## src/rtl/pic_pkg.sv

```systemverilog
package pic_pkg;
  localparam int unsigned CFG_ADDR_W = 2;
  typedef enum logic [CFG_ADDR_W-1:0] {
    SEL_MASK = 2'd0,
    SEL_CTRL = 2'd1,
    SEL_EOI  = 2'd2
  } cfg_sel_e;
endpackage

```

## src/rtl/pic_rank_pick.sv

```systemverilog
module pic_rank_pick #(
  parameter int unsigned IDX_W = 3,
  localparam int unsigned N = 1 << IDX_W
) (
  input  logic [N-1:0]     bits,
  input  logic [IDX_W-1:0] top,
  output logic             any,
  output logic [IDX_W-1:0] idx,
  output logic [IDX_W:0]   rank
);
  logic [N-1:0] rot;

  // rot[j] is the input sitting j places below the current top rank
  for (genvar j = 0; j < N; j++) begin : g_rot
    assign rot[j] = bits[top + IDX_W'(j)];
  end

  always_comb begin
    rank = (IDX_W+1)'(N);
    for (int j = N-1; j >= 0; j--) begin
      if (rot[j]) rank = (IDX_W+1)'(j);
    end
    any = ~rank[IDX_W];
    idx = top + rank[IDX_W-1:0];
  end
endmodule

```

## src/rtl/pic_req_reg.sv

```systemverilog
module pic_req_reg #(
  parameter int unsigned N = 8
) (
  input  logic         clk,
  input  logic         rst_n,
  input  logic [N-1:0] lines,
  input  logic [N-1:0] take,
  output logic [N-1:0] pend
);
  logic [N-1:0] last;

  always_ff @(posedge clk) begin
    if (!rst_n) begin
      last <= '0;
      pend <= '0;
    end else begin
      last <= lines;
      pend <= (pend & ~take) | (lines & ~last);
    end
  end
endmodule

```

## src/rtl/pic_svc_reg.sv

```systemverilog
module pic_svc_reg #(
  parameter int unsigned IDX_W = 3,
  localparam int unsigned N = 1 << IDX_W
) (
  input  logic             clk,
  input  logic             rst_n,
  input  logic [N-1:0]     set_oh,
  input  logic [N-1:0]     clr_oh,
  input  logic             top_ld,
  input  logic [IDX_W-1:0] top_nxt,
  output logic [N-1:0]     busy,
  output logic [IDX_W-1:0] top_q
);
  always_ff @(posedge clk) begin
    if (!rst_n) begin
      busy  <= '0;
      top_q <= '0;
    end else begin
      busy <= (busy & ~clr_oh) | set_oh;
      if (top_ld) top_q <= top_nxt;
    end
  end
endmodule

```

## src/rtl/pic_core.sv

```systemverilog
module pic_core #(
  parameter int unsigned IDX_W = 3,
  parameter int unsigned VEC_W = 8,
  localparam int unsigned N = 1 << IDX_W,
  localparam int unsigned BASE_W = VEC_W - IDX_W
) (
  input  logic             clk,
  input  logic             rst_n,
  input  logic [N-1:0]     irq_in,
  input  logic             cfg_wr,
  input  logic [1:0]       cfg_addr,
  input  logic [N-1:0]     cfg_wdata,
  input  logic             inta,
  output logic             intr,
  output logic             vec_vld,
  output logic [VEC_W-1:0] vec
);
  import pic_pkg::*;

  logic [N-1:0]      mask_q;
  logic [BASE_W-1:0] base_q;
  logic              rot_q;
  logic [N-1:0]      irr_q;
  logic [N-1:0]      isr_q;
  logic [IDX_W-1:0]  ptr_q;
  logic [IDX_W-1:0]  hi;
  logic              req_any, isr_any;
  logic [IDX_W-1:0]  req_idx, isr_idx;
  logic [IDX_W:0]    req_rank, isr_rank;
  logic              grant, eoi;
  logic [N-1:0]      grant_oh, eoi_oh;

  assign hi = rot_q ? ptr_q : '0;

  pic_req_reg #(.N(N)) u_req (
    .clk(clk), .rst_n(rst_n), .lines(irq_in), .take(grant_oh), .pend(irr_q)
  );

  pic_rank_pick #(.IDX_W(IDX_W)) u_pick_req (
    .bits(irr_q & ~mask_q), .top(hi), .any(req_any), .idx(req_idx), .rank(req_rank)
  );

  pic_rank_pick #(.IDX_W(IDX_W)) u_pick_isr (
    .bits(isr_q), .top(hi), .any(isr_any), .idx(isr_idx), .rank(isr_rank)
  );

  assign intr     = req_any && (req_rank < isr_rank);
  assign grant    = inta && intr;
  assign grant_oh = grant ? (N'(1) << req_idx) : '0;
  assign eoi      = cfg_wr && (cfg_addr == SEL_EOI);
  assign eoi_oh   = (eoi && isr_any) ? (N'(1) << isr_idx) : '0;

  pic_svc_reg #(.IDX_W(IDX_W)) u_svc (
    .clk(clk), .rst_n(rst_n), .set_oh(grant_oh), .clr_oh(eoi_oh),
    .top_ld(eoi && isr_any && rot_q), .top_nxt(isr_idx + 1'b1),
    .busy(isr_q), .top_q(ptr_q)
  );

  always_ff @(posedge clk) begin
    if (!rst_n) begin
      mask_q <= '1;
      base_q <= '0;
      rot_q  <= 1'b0;
    end else if (cfg_wr) begin
      if (cfg_addr == SEL_MASK) mask_q <= cfg_wdata;
      if (cfg_addr == SEL_CTRL) begin
        base_q <= cfg_wdata[N-1 -: BASE_W];
        rot_q  <= cfg_wdata[0];
      end
    end
  end

  always_ff @(posedge clk) begin
    if (!rst_n) begin
      vec_vld <= 1'b0;
      vec     <= '0;
    end else begin
      vec_vld <= grant;
      if (grant) vec <= {base_q, req_idx};
    end
  end
endmodule

```

## config.mk

```make
export PLATFORM = sky130hd
export DESIGN_NAME = pic_core
export DESIGN_NICKNAME = d
export VERILOG_FILES = /design/src/rtl/pic_pkg.sv /design/src/rtl/pic_rank_pick.sv /design/src/rtl/pic_req_reg.sv /design/src/rtl/pic_svc_reg.sv /design/src/rtl/pic_core.sv
export SDC_FILE = /design/constraint.sdc
export NUM_CORES = 1
export LEC_CHECK = 0
export BUFFER_PORTS_ARGS = -buffer_cell sky130_fd_sc_hd__buf_2
export CAP_MARGIN = 20
export CELL_PAD_IN_SITES_DETAIL_PLACEMENT = 2
export CELL_PAD_IN_SITES_GLOBAL_PLACEMENT = 2
export CORE_MARGIN = 5
export CORE_UTILIZATION = 35
export CTS_CLUSTER_DIAMETER = 40
export DETAILED_ROUTE_END_ITERATION = 7
export GPL_ROUTABILITY_DRIVEN = 0
export PLACE_DENSITY = 0.8
export SLEW_MARGIN = 0
export SYNTH_ARGS = -nofsm -noshare
export SYNTH_HDL_FRONTEND = slang
export SYNTH_HIERARCHICAL = 1
export SYNTH_SLANG_ARGS = --single-unit
```

## constraint.sdc

```tcl
create_clock -name clk -period 4.3 [get_ports clk]
set_input_delay 0.645 -clock clk [delete_from_list [all_inputs] [get_ports clk]]
set_output_delay 0.645 -clock clk [all_outputs]
set_load 0.01 [all_outputs]
```

======== After elaboration in Yosys (flattened, before gate mapping) ========
Cells that the tools add are included.
word-level totals
  register bits ........................... 50
  output and inout bits ................... 10
  logic and storage cells ................. 103
cells by class
  bitwise logic cells ..................... 12
  muxes and demuxes ....................... 51
  order comparisons ....................... 9
  shift operators ......................... 2
  reductions and logical operators ........ 8
  $add $sub $neg .......................... 10
  equality and inequality tests ........... 2
operators by type and width
  kind                                                                          number
  4-bit two-way mux                                                             16
  1-bit binary-select mux with 3-bit select                                     16
  8-bit AND                                                                     4
  3-bit by 4-bit less-than comparator with 1-bit output, second input constant  8
  8-bit inverter                                                                4
  1-bit two-way mux                                                             16
  8-bit two-way mux                                                             2
  8-bit OR                                                                      2
  1-bit by 3-bit << shifter with 8-bit output, first input constant             2
  3-bit adder, second input constant                                            4
  3-bit by 1-bit adder with 3-bit output, second input constant                 2
  3-bit by 2-bit adder with 3-bit output, second input constant                 2
  3-bit adder                                                                   2
  1-bit logical AND                                                             5
  4-bit less-than comparator                                                    1
  2-bit AND reduction                                                           2
  3-bit two-way mux                                                             1
  2-bit by 1-bit == test with 1-bit output, second input constant               1
  2-bit == test, second input constant                                          1
  2-bit logical NOT                                                             1
  1-bit inverter                                                                2

======== Longest topological paths before layout ========
Gate-level depths: netlist (run 1).
  word-level depth ........................ 19
  depth in mapped cells ................... 21
  depth with buffers taken out ............ 18

======== By module ========
Netlist (run 1), hierarchy kept.
by module, submodules not included
  module         instances  cells each  area each (µm²)  sequential area each (µm²)
  pic_rank_pick  2          86          817.0            0.0
  pic_core       1          149         1281.2           460.4
  pic_req_reg    1          49          549.3            320.3
  pic_svc_reg    1          34          384.1            220.2

======== Least setup slack after synthesis (run 1) ========
Ideal clock, no wire load.
  path type ............................... reg-to-reg
  start point ............................. register rot_q
  end point ............................... register u_req.pend[1]
  stages on the path, launching flop included .. 21
  setup slack ............................. -0.077 ns
  clock period less this slack ............ 4.377 ns
  data arrival time ....................... 4.258 ns
  library setup time ...................... 0.118 ns
  cell sequence ........................... dfxtp_1 -> and2_1 -> buf_6 -> buf_2 -> inv_1 -> ha_1 -> clkbuf_1 -> mux2_2 -> mux2i_1 -> a221oi_2 -> a211oi_1 -> o31a_1 -> a211oi_2 -> ha_1 -> inv_1 -> fa_1 -> xor2_1 -> nand2b_1 -> nor4b_1 -> nand2b_1 -> a21boi_2
on the way
  elaborated cells on any way between the ends .. 66
RTL lines
  item                                           RTL line             source
  from (decl)                                    pic_core.sv:22       logic rot_q;
  from (signal assigned)                         pic_core.sv:68       rot_q <= cfg_wdata[0];
  3-bit two-way mux *                            pic_core.sv:33       assign hi = rot_q ? ptr_q : '0;
  via hi[0]                                      pic_core.sv:26       logic [IDX_W-1:0] hi;
  3-bit adder                                    pic_rank_pick.sv:15  assign rot[j] = bits[top + IDX_W'(j)];
  1-bit binary-select mux with 3-bit select      pic_rank_pick.sv:15
  1-bit two-way mux (implied by the code)        pic_rank_pick.sv:15
  4-bit two-way mux (7 in a row)                 pic_rank_pick.sv:21  if (rot[j]) rank = (IDX_W+1)'(j);
  4-bit two-way mux *                            pic_rank_pick.sv:21
  via req_rank[0]                                pic_core.sv:29       logic [IDX_W:0] req_rank, isr_rank;
  3-bit adder *                                  pic_rank_pick.sv:24  idx = top + rank[IDX_W-1:0];
  via req_idx[2]                                 pic_core.sv:28       logic [IDX_W-1:0] req_idx, isr_idx;
  1-bit by 3-bit << shifter with 8-bit output *  pic_core.sv:49       assign grant_oh = grant ? (N'(1) << req_idx) : '0;
  8-bit two-way mux *                            pic_core.sv:49
  via grant_oh[1]                                pic_core.sv:31       logic [N-1:0] grant_oh, eoi_oh;
  8-bit inverter *                               pic_req_reg.sv:18    pend <= (pend & ~take) | (lines & ~last);
  8-bit AND *                                    pic_req_reg.sv:18
  8-bit OR *                                     pic_req_reg.sv:18
  to (signal assigned)                           pic_req_reg.sv:18
  to (decl)                                      pic_req_reg.sv:8     output logic [N-1:0] pend
The timed path passes the listed nets; every way through them passes the cells marked *. The select of a mux whose other input is x is not followed.
A chain may end at the register's enable or synchronous reset.

======== Worst setup path in the final report (run 1) ========
  start point ............................. register rot_q
  end point ............................... register u_req.pend[4]
Same word-level chain as after synthesis.

==> results.cfg, run 1 <==
[global_routing]
grt_first_pass_wirelength_um = 18800
grt_pass1_vias = 3646
use_met3 = 0.0200
grt_max_degree = 59
grt-busiest-layer = met2
track_usage = 0.179
met1_usage = 0.218
gr-total-overflow = 0
use_met2 = 0.337
antenna_found_initial = 0

[sta]
fin_crit_ps = 4210
setup_viol = 0
relSlewSlack = 0.398
worstMarginPinSlew_ps = 902
fin_skew_ps = 13.3
slew_viol_final = 0
hold_viol = 0
tns_ps = 0
fin_crit_sh = 0.978
fin_ws_ps = 93.2
fmax_ghz = 0.238
rsz0062_at_grt = true

[power]
pwr_density_cell_mw_per_mm2 = 201
ir_drop_uv = 231
p_leak_nw = 1.92

[floorplan]
boundaryPins = 32
die_area_mm2 = 0.0132
die_y_um = 115
floorplan.initialDensity = 0.357
die_x_um = 115
rows = 38
core_mm2 = 0.0108

[place]
io_buffers = 31
placed_area_mm2 = 0.00422
dpl.hpwl_um = 8770
pre_cts_ws_ps = -147

[detailed_routing]
dr.pass1.iters = 4
first_iter_violations = 87
antenna_left = 0
wire_per_inst_um = 20.5
wirelength_um = 12300
vias = 3245
drc = 0
viasPerCell = 5.41

[critical_path]
cp_num_buf_inv = 5
arrival_ps = 4420
worstPathRequired_ps = 4510
path_common_cell = buf_4
slowest_delay_ps = 420
cp_slowest_cell = fa_1
cp_cell_sequence = and2_1 -> buf_6 -> buf_4 -> buf_4 -> buf_4 -> mux2i_1 -> mux2_4 -> a221o_1 -> a211oi_2 -> o31a_1 -> a211oi_2 -> ha_1 -> inv_1 -> fa_1 -> xor2_2 -> nand2_1 -> nor4_1 -> nand2b_1 -> a21boi_1
crit_family = simple AND/OR/NAND/NOR gates
crit_type = reg -> reg
cp-start-kind = register
end_kind = register
cp_max_fo = 7

[synth]
seq_area_frac_synth = 0.260
ys_ff_latch = 50
syn-num-nets = 443
netlist_instances = 404
syn_area_mm2 = 0.00385
yosysTopAreaCell = dfxtp_1
yosysMostFrequentCell = dfxtp_1
syn_avg_cell_area_um2 = 9.53
async_flop_share = 0
synth_ff_type = dfxtp_1
synth_common_cells = 50 x dfxtp_1, 41 x mux2i_1, 41 x nand2_1
ys_types = 51
synth_edf_count = 0
synth_warnings = 6
ys_top_cells_by_area = dfxtp_1 26%, mux2i_1 11%, mux2_2 5.3%
synth_top_area_share = 0.260

[cells_and_area]
area.sequential_mm2 = 0.00100
fin_area_mm2 = 0.00468
drive_above_1_share = 0.348
diodes = 0
fillers = 1151
nets = 498
syn2layout_area_growth_pct = 21.7
multiInputGateArea_mm2 = 0.00288

[clocking]
numClockSinks = 50
cts-root-buf = clkbuf_8
clk_latency_ps = 320
clk_pin_slew_ps = 110
tritoncts = done
cts_buffers = 5
clockBufferDepth = 2
ctsHoldBuffers = 0
h-tree-depth = 2

[status]
status = finished clean

[flow_run]
drv_cap = 0

[min_path]
holdCritPathClass = reg -> reg
-- stage by stage --
stage          power [mW]   util  hold WS (ps)  cells
4_1_cts             0.945  0.411           472    594
3_5_place_dp        0.639  0.391           450    576
2_1_floorplan       0.590      -           438    404
6_report            0.943  0.434           469    600
5_1_grt             0.991  0.434           489    600
3_3_place_gp        0.630  0.391           444    576
-- cell type report --
class	count	share of cell area
Clock buffer	5	0.0147
Timing Repair Buffer	65	0.0938
Inverter	24	0.0198
Tap cell	140	0.0374
Clock inverter	3	0.00615
Multi-Input combinational cell	313	0.614
Sequential cell	50	0.214
-- flip-flops by register name, summed over array words and instances, names as in the netlist --
signal       count
u_svc/top_q      3
mask_q           8
vec_vld          1
base_q           5
u_svc/busy       8
u_req/pend       8
rot_q            1
vec              8
u_req/last       8
-- path summary, 6_finish.rpt --
| check | slack, ps | depth (start not counted) | to | start |
|---|---|---|---|---|
| worst min register to register | 470 | 2 | vec[6] | vec[6] |
| worst max register to register | 90 | 19 | u_req/pend[4] | rot_q |
| worst min-delay path | 470 | 2 | vec[6] | vec[6] |
| worst max-delay path | 90 | 19 | u_req/pend[4] | rot_q |
-- placed cells by master, fill, tap and decap left out, types with 13 or more instances in the layout --
cell type / Yosys / final
mux2i_1: 41 / 38
nor2b_1: 26 / 26
dfxtp_1: 50 / 49
mux2_2: 18 / 17
ha_1: 15 / 13
nand2b_1: 17 / 16
buf_4: 0 / 31
and2_1: 14 / 13
buf_2: 6 / 31
nand2_1: 41 / 40
inv_1: 23 / 21
-- layer usage --
metal  up-vias  routed length (um)  part of all wire
met1      1629                5390              0.44
li1       1558                   -                 -
met3        13                 221             0.018
met5         -                   0                 0
met4         0                 155             0.013
met2        45                6520              0.53
-- cell families after synthesis --
kind of cell | share of synthesized area
AOI/OAI and AO/OA | 0.147
xor gates and xnor gates | 0.0319
adders and majority gates | 0.0592
buffers and inverters | 0.0517
DFF | 0.260
muxes | 0.218
and+or+nand+nor | 0.233
-- worst reg2reg max path, stage by stage (launching register included) --
cell and delay (ps):
dfxtp_2 380, and2_1 180, buf_6 120, buf_4 110, buf_4 160, buf_4 170
mux2i_1 220, mux2_4 220, a221o_1 230, a211oi_2 90, o31a_1 250, a211oi_2 210
ha_1 200, inv_1 50, fa_1 420, xor2_2 240, nand2_1 180, nor4_1 420
nand2b_1 190, a21boi_1 70
-- repair_timing --
item                                    in CTS  in global routing
endpoints found under the setup margin      17                 18
gates resized for setup                     11                 39
buffers inserted                            10                  6
pin swaps                                    3                 10
-- where the power goes --
group          leakage (nW)  switching, mW  internal (mW)
Combinational          1.46         0.0867         0.0633
Sequential            0.410         0.0108          0.480
Clock                0.0502          0.181          0.121
Total                  1.92          0.278          0.665
(Power assumes the default switching activity.)
==> run 2, diff against run 1 <==
CTS_BUF_LIST = sky130_fd_sc_hd__clkbuf_16   (was unset)
==> run 2 against run 1 <==
Against the previous run:
- highest routed layer unchanged
- clock skew is 4.7 ps lower
- sequential share of layout area increased by 0.098 points
- register-to-register slack worse by 40 ps
- count of clock-buffer cells in the layout unchanged
- non-clock buffer count decreased by 6
- cell count shrank 0.83%
- die area did not move
- sequential cell count is the same
- worst hold slack worse by 4.5 ps
==> results.cfg, run 2 (synthesis results as in run 1) <==
[critical_path]
worstPathRequired_ps = 4480
arrival_ps = 4430
rr_startpoint = rot_q
crit_path_start = rot_q
reg2reg_to = u_req/pend[6]
crit_type = reg -> reg
r2r_setup_slack_ps = 50
reg2reg_depth = 18
cp-start-kind = register
endpoint = u_req/pend[6]
cp_max_fo = 6
end_kind = register

[detailed_routing]
first_iter_violations = 98
dr.pass1.iters = 4
wire_per_inst_um = 21.2
vias = 3260
drc = 0
wirelength_um = 12600
antenna_left = 0
viasPerCell = 5.48

[flow_run]
drv_cap = 0

[sta]
setup_viol = 0
fmax_ghz = 0.235
worstMarginPinSlew_ps = 931
fin_crit_ps = 4250
fin_crit_sh = 0.988
relSlewSlack = 0.379
hold_viol = 0
fin_skew_ps = 8.54
slew_viol_final = 0

[global_routing]
antenna_found_initial = 1
grt_max_degree = 59
track_usage = 0.184
gr-total-overflow = 0
grt_first_pass_wirelength_um = 19300
grt_pass1_vias = 3657

[clocking]
clockBufferDepth = 2
cts_buffers = 5
h-tree-depth = 2
clk_pin_slew_ps = 80
cts-root-buf = clkbuf_16
numClockSinks = 50
clk_latency_ps = 300
ctsHoldBuffers = 0
tritoncts = done

[power]
ir_drop_uv = 168
p_seq_frac = 0.463
p_comb_frac = 0.146
netSwitchingFraction = 0.278
switchingPower_mw = 0.294
pwr_density_cell_mw_per_mm2 = 227
p_leak_nw = 1.91
clockPowerShare = 0.391
power.internal_mw = 0.765
fin_total_pwr_mw = 1.06

[floorplan]
core_mm2 = 0.0108
boundaryPins = 32
floorplan.initialDensity = 0.357
die_x_um = 115
rows = 38
die_y_um = 115
die_area_mm2 = 0.0132

[min_path]
min_from = vec[6]
holdCritPathClass = reg -> reg

[cells_and_area]
nets = 492
drive_above_1_share = 0.328
syn2layout_area_growth_pct = 21.1
fillers = 1121
layout_common_cells = 49 x dfxtp_1, 40 x nand2_1, 38 x mux2i_1
final_common_cell = dfxtp_1
final_util = 0.432

[status]
status = finished clean

[place]
io_buffers = 31
dpl.hpwl_um = 8770
run 2: worst max-delay path, stage by stage (launching register included):
cell and delay (ps):
dfxtp_2 360, and2_1 180, buf_8 130, buf_4 160, mux2_2 360, nor3_1 260
a221o_1 230, a211oi_1 100, o31a_1 260, a211oi_2 270, ha_1 210, inv_1 60
fa_1 420, xor2_2 280, nand2_2 180, nor4_1 300, buf_4 190, nand2b_1 110
a21boi_1 60
run 2: stage by stage:
stage	hold slack (ps)	TNS, ps	cell area [um^2]	setup slack, ps	cells
floorplan	438	0	3850	18.1	404
global placement	444	0	4220	85.5	576
detailed placement	450	-1070	4220	-147	576
CTS	467	-37.5	4460	-37.5	588
global route	484	-412	4660	-120	595
finish	465	0	4660	51.2	595
run 2: metal layers:
metal	vias up	part of all wire	GRT usage
met3	10	0.018	0.0195
met5	-	0	0
met1	1658	0.43	0.223
li1	1547	-	-
met4	0	0.010	0.0383
met2	45	0.55	0.351
run 2: worst min path at each step:
stage | endpoint | slack [ps] | cells past startpoint
finish | vec[6] | 460 | 2
global route | vec[3] | 480 | 2
CTS | vec[1] | 470 | 2
detailed placement | vec[1] | 450 | 2
global placement | vec[5] | 440 | 2
floorplan | vec[3] | 440 | 2
run 2: final cells by class:
| cell class | count | area [um^2] | share of cell area |
|---|---|---|---|
| clock buffer | 5 | 125 | 0.0268 |
| timing repair buffer | 59 | 410 | 0.0881 |
| clock inverter | 3 | 28.8 | 0.00617 |
| antenna | 1 | 2.50 | 0.000537 |
| sequential | 50 | 1000 | 0.215 |
| tap | 140 | 175 | 0.0376 |
| multi-input combinational | 313 | 2820 | 0.606 |
| inverter | 24 | 92.6 | 0.0199 |
run 2: what timing repair did:
item,CTS,global route
pin swaps,3,6
resized for setup,15,27
buffers inserted,4,6
setup endpoints to repair,19,19
run 2: power by group through the flow:
stage	registers, mW	logic [mW]	clock network (mW)
CTS	0.491	0.144	0.428
floorplan	0.497	0.0932	0
global route	0.493	0.168	0.448
detailed placement	0.501	0.138	0
finish	0.491	0.155	0.414
global placement	0.499	0.130	0
